**config.mk**
```make
export PLATFORM = sky130hd
export DESIGN_NAME = store_buffer
export DESIGN_NICKNAME = d
export VERILOG_FILES = /design/src/rtl/sb_pkg.sv /design/src/rtl/sb_ptrs.sv /design/src/rtl/sb_entries.sv /design/src/rtl/sb_search.sv /design/src/rtl/store_buffer.sv
export SDC_FILE = /design/constraint.sdc
export NUM_CORES = 2
export LEC_CHECK = 0
export CAP_MARGIN = 25
export CORE_UTILIZATION = 45
export DETAILED_ROUTE_END_ITERATION = 16
export DONT_BUFFER_PORTS = 1
export SLEW_MARGIN = 20
export SYNTH_ARGS = -nofsm -noshare
export SYNTH_HDL_FRONTEND = slang
export SYNTH_HIERARCHICAL = 1
export SYNTH_SLANG_ARGS = --single-unit
```
**constraint.sdc**
```tcl
create_clock -name clk -period 15.8 [get_ports clk]
set_input_delay 1.58 -clock clk [delete_from_list [all_inputs] [get_ports clk]]
set_output_delay 1.58 -clock clk [all_outputs]
set_load 0.05 [all_outputs]
```
**src/rtl/sb_pkg.sv**
```systemverilog
package sb_pkg;

    localparam int unsigned DATA_W = 64;
    localparam int unsigned LANES  = DATA_W / 8;
    localparam int unsigned LANE_W = $clog2(LANES);

    typedef enum logic [1:0] {
        LD_NONE  = 2'd0,
        LD_FWD   = 2'd1,
        LD_STALL = 2'd2
    } ld_res_e;

    // size code -> number of bytes (1, 2, 4, 8)
    function automatic logic [3:0] size_bytes(input logic [1:0] code);
        return 4'd1 << code;
    endfunction

    // size code -> mask of the valid low bytes of a data word
    function automatic logic [DATA_W-1:0] size_mask(input logic [1:0] code);
        logic [DATA_W-1:0] m;
        m = '0;
        for (int b = 0; b < LANES; b++) begin
            if (b < int'(size_bytes(code))) m[b*8 +: 8] = 8'hFF;
        end
        return m;
    endfunction

endpackage

```
**src/rtl/sb_ptrs.sv**
```systemverilog
module sb_ptrs #(
    parameter  int unsigned DEPTH = 8,
    localparam int unsigned IW    = $clog2(DEPTH),
    localparam int unsigned PW    = IW + 1
) (
    input  logic          clk,
    input  logic          rst,
    input  logic          alloc_req,
    input  logic          commit_req,
    input  logic          drain_fire,
    input  logic          flush_req,
    input  logic [PW-1:0] flush_tag,
    output logic [PW-1:0] head,
    output logic [PW-1:0] cmt,
    output logic [PW-1:0] tail,
    output logic [PW-1:0] count,
    output logic          full,
    output logic          alloc_fire
);

    logic          commit_fire;
    logic [PW-1:0] head_n, cmt_n, tail_n;
    logic [PW-1:0] pos_b, pos_c;

    assign count       = tail - head;
    assign full        = (count == PW'(DEPTH));
    assign alloc_fire  = alloc_req && !full && !flush_req;
    assign commit_fire = commit_req && (cmt != tail);

    always_comb begin
        head_n = head + PW'(drain_fire);
        cmt_n  = cmt + PW'(commit_fire);
        pos_b  = flush_tag - head;
        pos_c  = cmt_n - head;
        if (flush_req) begin
            // behind head or inside the committed region: keep only committed
            if (pos_b > count || pos_b < pos_c) tail_n = cmt_n;
            else                                tail_n = flush_tag;
        end else begin
            tail_n = tail + PW'(alloc_fire);
        end
    end

    always_ff @(posedge clk) begin
        if (rst) begin
            head <= '0;
            cmt  <= '0;
            tail <= '0;
        end else begin
            head <= head_n;
            cmt  <= cmt_n;
            tail <= tail_n;
        end
    end

endmodule

```
**src/rtl/sb_entries.sv**
```systemverilog
module sb_entries #(
    parameter  int unsigned DEPTH = 8,
    parameter  int unsigned AW    = 32,
    localparam int unsigned IW    = $clog2(DEPTH),
    localparam int unsigned DW    = sb_pkg::DATA_W
) (
    input  logic          clk,
    input  logic          rst,
    input  logic          alloc_fire,
    input  logic [IW-1:0] alloc_slot,
    input  logic          addr_we,
    input  logic [IW-1:0] addr_slot,
    input  logic [AW-1:0] addr_val,
    input  logic [1:0]    addr_size,
    input  logic          data_we,
    input  logic [IW-1:0] data_slot,
    input  logic [DW-1:0] data_val,
    output logic [AW-1:0] st_addr [DEPTH],
    output logic [1:0]    st_size [DEPTH],
    output logic [DW-1:0] st_data [DEPTH],
    output logic [DEPTH-1:0] st_av,
    output logic [DEPTH-1:0] st_dv
);

    always_ff @(posedge clk) begin
        for (int i = 0; i < DEPTH; i++) begin
            if (rst) begin
                st_av[i] <= 1'b0;
                st_dv[i] <= 1'b0;
            end else if (alloc_fire && alloc_slot == IW'(i)) begin
                st_av[i] <= 1'b0;
                st_dv[i] <= 1'b0;
            end else begin
                if (addr_we && addr_slot == IW'(i) && !st_av[i]) begin
                    st_av[i]   <= 1'b1;
                    st_addr[i] <= addr_val;
                    st_size[i] <= addr_size;
                end
                if (data_we && data_slot == IW'(i) && !st_dv[i]) begin
                    st_dv[i]   <= 1'b1;
                    st_data[i] <= data_val;
                end
            end
        end
    end

endmodule

```
**src/rtl/sb_search.sv**
```systemverilog
module sb_search #(
    parameter  int unsigned DEPTH = 8,
    parameter  int unsigned AW    = 32,
    localparam int unsigned IW    = $clog2(DEPTH),
    localparam int unsigned PW    = IW + 1,
    localparam int unsigned DW    = sb_pkg::DATA_W,
    localparam int unsigned SW    = sb_pkg::LANE_W,
    localparam int unsigned EW    = AW + 4
) (
    input  logic [PW-1:0]    head,
    input  logic [PW-1:0]    count,
    input  logic [AW-1:0]    st_addr [DEPTH],
    input  logic [1:0]       st_size [DEPTH],
    input  logic [DW-1:0]    st_data [DEPTH],
    input  logic [DEPTH-1:0] st_av,
    input  logic [DEPTH-1:0] st_dv,
    input  logic             ld_valid,
    input  logic [AW-1:0]    ld_addr,
    input  logic [1:0]       ld_size,
    input  logic [PW-1:0]    ld_age,
    output sb_pkg::ld_res_e  ld_res,
    output logic [DW-1:0]    ld_data
);
    import sb_pkg::*;

    logic [DEPTH-1:0] ovl, cov;
    logic [SW-1:0]    shift [DEPTH];
    logic [EW-1:0]    ld_lo, ld_hi;

    // per-entry byte-range compare
    always_comb begin
        ld_lo = EW'(ld_addr);
        ld_hi = ld_lo + EW'(size_bytes(ld_size));
        for (int i = 0; i < DEPTH; i++) begin
            logic [EW-1:0] s_lo, s_hi;
            s_lo     = EW'(st_addr[i]);
            s_hi     = s_lo + EW'(size_bytes(st_size[i]));
            ovl[i]   = (ld_lo < s_hi) && (s_lo < ld_hi);
            cov[i]   = (s_lo <= ld_lo) && (ld_hi <= s_hi);
            shift[i] = ld_addr[SW-1:0] - st_addr[i][SW-1:0];
        end
    end

    logic [PW-1:0] pos_ld, n_older;
    logic          unknown, hit;
    logic [IW-1:0] hit_idx;

    // age-ordered scan from head; the last hit is the youngest
    always_comb begin
        pos_ld  = ld_age - head;
        n_older = (pos_ld > count) ? '0 : pos_ld;
        unknown = 1'b0;
        hit     = 1'b0;
        hit_idx = '0;
        for (int k = 0; k < DEPTH; k++) begin
            logic [IW-1:0] idx;
            idx = head[IW-1:0] + IW'(k);
            if (PW'(k) < n_older) begin
                if (!st_av[idx]) begin
                    unknown = 1'b1;
                end else if (ovl[idx]) begin
                    hit     = 1'b1;
                    hit_idx = idx;
                end
            end
        end
    end

    always_comb begin
        ld_data = '0;
        if (!ld_valid)     ld_res = LD_NONE;
        else if (unknown)  ld_res = LD_STALL;
        else if (!hit)     ld_res = LD_NONE;
        else if (cov[hit_idx] && st_dv[hit_idx]) begin
            ld_res  = LD_FWD;
            ld_data = (st_data[hit_idx] >> {shift[hit_idx], 3'b000}) & size_mask(ld_size);
        end else           ld_res = LD_STALL;
    end

endmodule

```
**src/rtl/store_buffer.sv**
```systemverilog
module store_buffer #(
    parameter  int unsigned DEPTH = 8,
    parameter  int unsigned AW    = 32,
    localparam int unsigned IW    = $clog2(DEPTH),
    localparam int unsigned PW    = IW + 1,
    localparam int unsigned DW    = sb_pkg::DATA_W
) (
    input  logic          clk,
    input  logic          rst,
    input  logic          alloc_req,
    output logic          alloc_full,
    output logic [PW-1:0] alloc_tag,
    input  logic          addr_we,
    input  logic [IW-1:0] addr_slot,
    input  logic [AW-1:0] addr_val,
    input  logic [1:0]    addr_size,
    input  logic          data_we,
    input  logic [IW-1:0] data_slot,
    input  logic [DW-1:0] data_val,
    input  logic          commit_req,
    input  logic          flush_req,
    input  logic [PW-1:0] flush_tag,
    input  logic          ld_valid,
    input  logic [AW-1:0] ld_addr,
    input  logic [1:0]    ld_size,
    input  logic [PW-1:0] ld_age,
    output logic [1:0]    ld_res,
    output logic [DW-1:0] ld_data,
    output logic          mem_valid,
    input  logic          mem_ready,
    output logic [AW-1:0] mem_addr,
    output logic [1:0]    mem_size,
    output logic [DW-1:0] mem_data
);

    logic [PW-1:0]    head, cmt, tail, cnt;
    logic             full, alloc_fire, drain_fire;
    logic [AW-1:0]    st_addr [DEPTH];
    logic [1:0]       st_size [DEPTH];
    logic [DW-1:0]    st_data [DEPTH];
    logic [DEPTH-1:0] st_av, st_dv;
    logic [IW-1:0]    head_idx;
    sb_pkg::ld_res_e  res_e;

    assign head_idx   = head[IW-1:0];
    assign alloc_full = full;
    assign alloc_tag  = tail;
    assign mem_valid  = (cmt != head) && st_av[head_idx] && st_dv[head_idx];
    assign drain_fire = mem_valid && mem_ready;
    assign mem_addr   = st_addr[head_idx];
    assign mem_size   = st_size[head_idx];
    assign mem_data   = st_data[head_idx];
    assign ld_res     = res_e;

    sb_ptrs #(.DEPTH(DEPTH)) u_ptrs (
        .clk        (clk),
        .rst        (rst),
        .alloc_req  (alloc_req),
        .commit_req (commit_req),
        .drain_fire (drain_fire),
        .flush_req  (flush_req),
        .flush_tag  (flush_tag),
        .head       (head),
        .cmt        (cmt),
        .tail       (tail),
        .count      (cnt),
        .full       (full),
        .alloc_fire (alloc_fire)
    );

    sb_entries #(.DEPTH(DEPTH), .AW(AW)) u_ent (
        .clk        (clk),
        .rst        (rst),
        .alloc_fire (alloc_fire),
        .alloc_slot (tail[IW-1:0]),
        .addr_we    (addr_we),
        .addr_slot  (addr_slot),
        .addr_val   (addr_val),
        .addr_size  (addr_size),
        .data_we    (data_we),
        .data_slot  (data_slot),
        .data_val   (data_val),
        .st_addr    (st_addr),
        .st_size    (st_size),
        .st_data    (st_data),
        .st_av      (st_av),
        .st_dv      (st_dv)
    );

    sb_search #(.DEPTH(DEPTH), .AW(AW)) u_srch (
        .head     (head),
        .count    (cnt),
        .st_addr  (st_addr),
        .st_size  (st_size),
        .st_data  (st_data),
        .st_av    (st_av),
        .st_dv    (st_dv),
        .ld_valid (ld_valid),
        .ld_addr  (ld_addr),
        .ld_size  (ld_size),
        .ld_age   (ld_age),
        .ld_res   (res_e),
        .ld_data  (ld_data)
    );

endmodule

```
==> results.cfg <==
[yosys]
synthArstFlopShare_pct = 0
ys_warn_count = 6
syn-num-nets = 7749
synth-seq-cells = 812
syn_area_um2 = 69900
synth_edf_count = 784
seq_area_frac_synth_pct = 34.5
postSynthCellCount = 6485
synth_flop_cell = edfxtp_1
syn_area_per_cell_um2 = 10.8
synth_cell_type_count = 111

[worst_setup_path]
r2r-start = u_ptrs/head[1]
timing.critical_path.from = ld_addr[1]
path_class = in2out
crit_arrival_ps = 12710
cpMaxStageDelayCell = nor4_2
cp-end-kind = output port
critical-path-max-stage-delay_ps = 960
required_ps = 14220
cp-start-kind = input port
critPathMaxFanout = 77

[drt]
finalWirelength_mm = 278
dr.pass1.iters = 7
drt-initial-drc-count = 6566
routedWlPerCell_um = 32.2
avgViaCountPerCell = 6.81
via_count = 58700
ant_nets = 0
drc = 0

[floorplanning]
core_um2 = 154000
rows = 144
die_x_um = 396
dieHeight_um = 396
io_pins = 325
dieArea_um2 = 157000
start_util_pct = 45.4

[run]
cap_violations = 0

[layout]
fill_cells = 13800
finalNonFillerCells = 8629
area_growth_pct = 9.06
drive_gt1_share_pct = 11.9
final_util_pct = 49.5
nets = 7765

[sta]
max_freq_mhz = 70.0
fin_crit_sh_pct = 90.4
drv_slew = 0
setup_viol = 0
hold_viol = 0
fin_skew_ps = 38.7
slew_headroom_pct = 19.2
whs_ps = 523
setup_tns_ps = 0
fin_crit_ps = 14290
rsz0062_at_grt = no
tightest_slew_ps = 1210

[min_path]
hp-class = reg2reg
hp-start = u_ent/st_dv[3]

[global_route]
grt_overflow_total = 0
grt_max_degree = 130
antenna_found_initial = 13
gr-usage-all-layers_pct = 34.5
grt_pass1_vias = 56200
grt_pass1_wl_mm = 396

[placement]
place_hpwl_mm = 207
gp_congestion = 1.04
dp_cells = 8449
io_buffer_count = 0

[clock_network]
cts_tree = yes
cts_sinks = 812
cts_setup_buffers = 0
cts_root_buffer = clkbuf_16
cts_buffer_depth = 3
cts_hold_buf = 0
ctsResizeCount = 0
clkSlewWorstSetupHoldPaths_ps = 60
insertion_delay_ps = 750
cts_inserted_buffers = 92
htree_levels = 3

[pwr]
power.density_nw_per_um2 = 75.9
clkPwrFrac_pct = 39.1
power.static_leakage_nw = 28.6
pwr-share-seq_pct = 42.0
combPwrFrac_pct = 18.9
p_int_mw = 4.07
ir_drop_uv = 118
switching_share_pct = 29.6
p_total_mw = 5.79
p_switching_mw = 1.71

[run_status]
status = finished clean
[cells in the final DEF (no fill, tap or decap), types with 22 or more instances in the layout]
cell type / instances
ha_1: 1089
edfxtp_1: 784
a21oi_1: 364
nand4_1: 324
o21ai_0: 310
nand2_1: 307
inv_1: 302
nand3_1: 268
nor2_1: 252
a2111oi_0: 232
mux4_2: 204
buf_4: 184
xor2_1: 177
a21o_1: 147
mux2_2: 127
nor2b_1: 121
xnor2_1: 120
nand2b_1: 108
clkbuf_16: 92
a211oi_1: 87
o21a_1: 74
nor4_1: 67
and3_1: 61
mux2i_1: 60
nor3_1: 59
and4_1: 44
and2_1: 37
o211ai_1: 31
a31oi_1: 26
dfxtp_1: 25
nor4_2: 22
[synthesized netlist by cell type, types with 75 or more instances]
library cell  instances  share of area [%]
mux2_2              127                2.0
a211oi_1             95                1.0
ha_1               1089                 19
nor4_1               86               0.77
xnor2_1             130                1.6
a2111oi_0           236                3.0
a21oi_1             364                2.6
mux4_2              204                6.6
nand3_1             268                1.9
nor2b_1             121                1.1
nand2_1             307                1.6
o21ai_0             311                2.2
nor2_1              253                1.4
edfxtp_1            784                 34
a21o_1              147                1.6
xor2_1              177                2.2
o21a_1               75               0.81
nand2b_1            108               0.97
clkbuf_1            159               0.85
nand4_1             324                2.9
inv_1               302                1.6
[per-stage QoR]
| step | worst slack (ps) | cell area [um^2] |
|---|---|---|
| after floorplan | 4860 | 69900 |
| after global placement | 1850 | 73000 |
| after global routing | 1440 | 76200 |
| after detailed placement | 1890 | 73000 |
| after CTS | 1860 | 76200 |
| final | 1510 | 76200 |
[power groups by stage]
stage	sequential [mW]	clock [mW]	combinational (mW)
3_5_place_dp	2.48	0	1.05
6_report	2.43	2.26	1.09
5_1_grt	2.43	2.37	1.17
2_1_floorplan	2.47	0	0.694
4_1_cts	2.43	2.30	1.06
3_3_place_gp	2.47	0	1.03
[path summary, 6_finish.rpt]
kind	endpoint	slack, ps	cells after the start
hold / removal	u_ent/st_dv[3]	520	2
setup / recovery	ld_data[39]	1510	32
hold reg to reg	u_ent/st_dv[3]	520	2
setup reg to reg	u_ent/st_data[429]	10830	10
[worst max-delay path, delay by kind of cell]
family	cells	cell delay, ps
xor gates and xnor gates	2	290
buffers and inverters	5	1450
muxes	1	390
and+or+nand+nor	10	3670
AOI/OAI and AO/OA	12	4610
adders and majority gates	2	610
[flip-flops by register name (all words and copies together), names as in the netlist]
| signal | flops |
|---|---|
| u_ent/st_data | 512 |
| u_ptrs/tail | 4 |
| u_ent/st_size | 16 |
| u_ent/st_addr | 256 |
| u_ent/st_dv | 8 |
| u_ptrs/head | 4 |
| u_ptrs/cmt | 4 |
| u_ent/st_av | 8 |
[logic make-up (layout without fill, tap and decap cells)]
family | Yosys count | after routing | share of synthesized area (%)
AO/OA/AOI/OAI | 1532 | 1532 | 15.0
XOR/XNOR | 309 | 309 | 3.89
adder cells (fa/ha/maj) | 1110 | 1110 | 20.1
buffers and inverters | 575 | 668 | 3.45
flip-flops | 812 | 812 | 34.5
multiplexers | 391 | 391 | 9.48
other | 0 | 7 | 0
AND/OR/NAND/NOR | 1756 | 1756 | 13.6
[layer usage]
layer	share of wire, %	up-vias	track usage, %	routed length [um]
met5	0.011	-	0	31
met4	6.9	6	20.5	19100
met3	9.8	688	7.68	27300
met2	45	3245	54.8	126000
met1	38	29000	42.8	106000
li1	-	25800	-	-
[layout make-up]
cell class                      instances  area [um^2]  area share [%]
Inverter                              303         1140            1.49
Timing Repair Buffer                  194         1480            1.94
Clock buffer                          106         2350            3.09
Antenna cell                            7         17.5          0.0230
Clock inverter                         65          815            1.07
Tap cell                             2044         2560            3.35
Multi-Input combinational cell       5098        43800            57.4
Sequential cell                       812        24100            31.6
No activity file was read; power rests on OpenSTA's default activity.
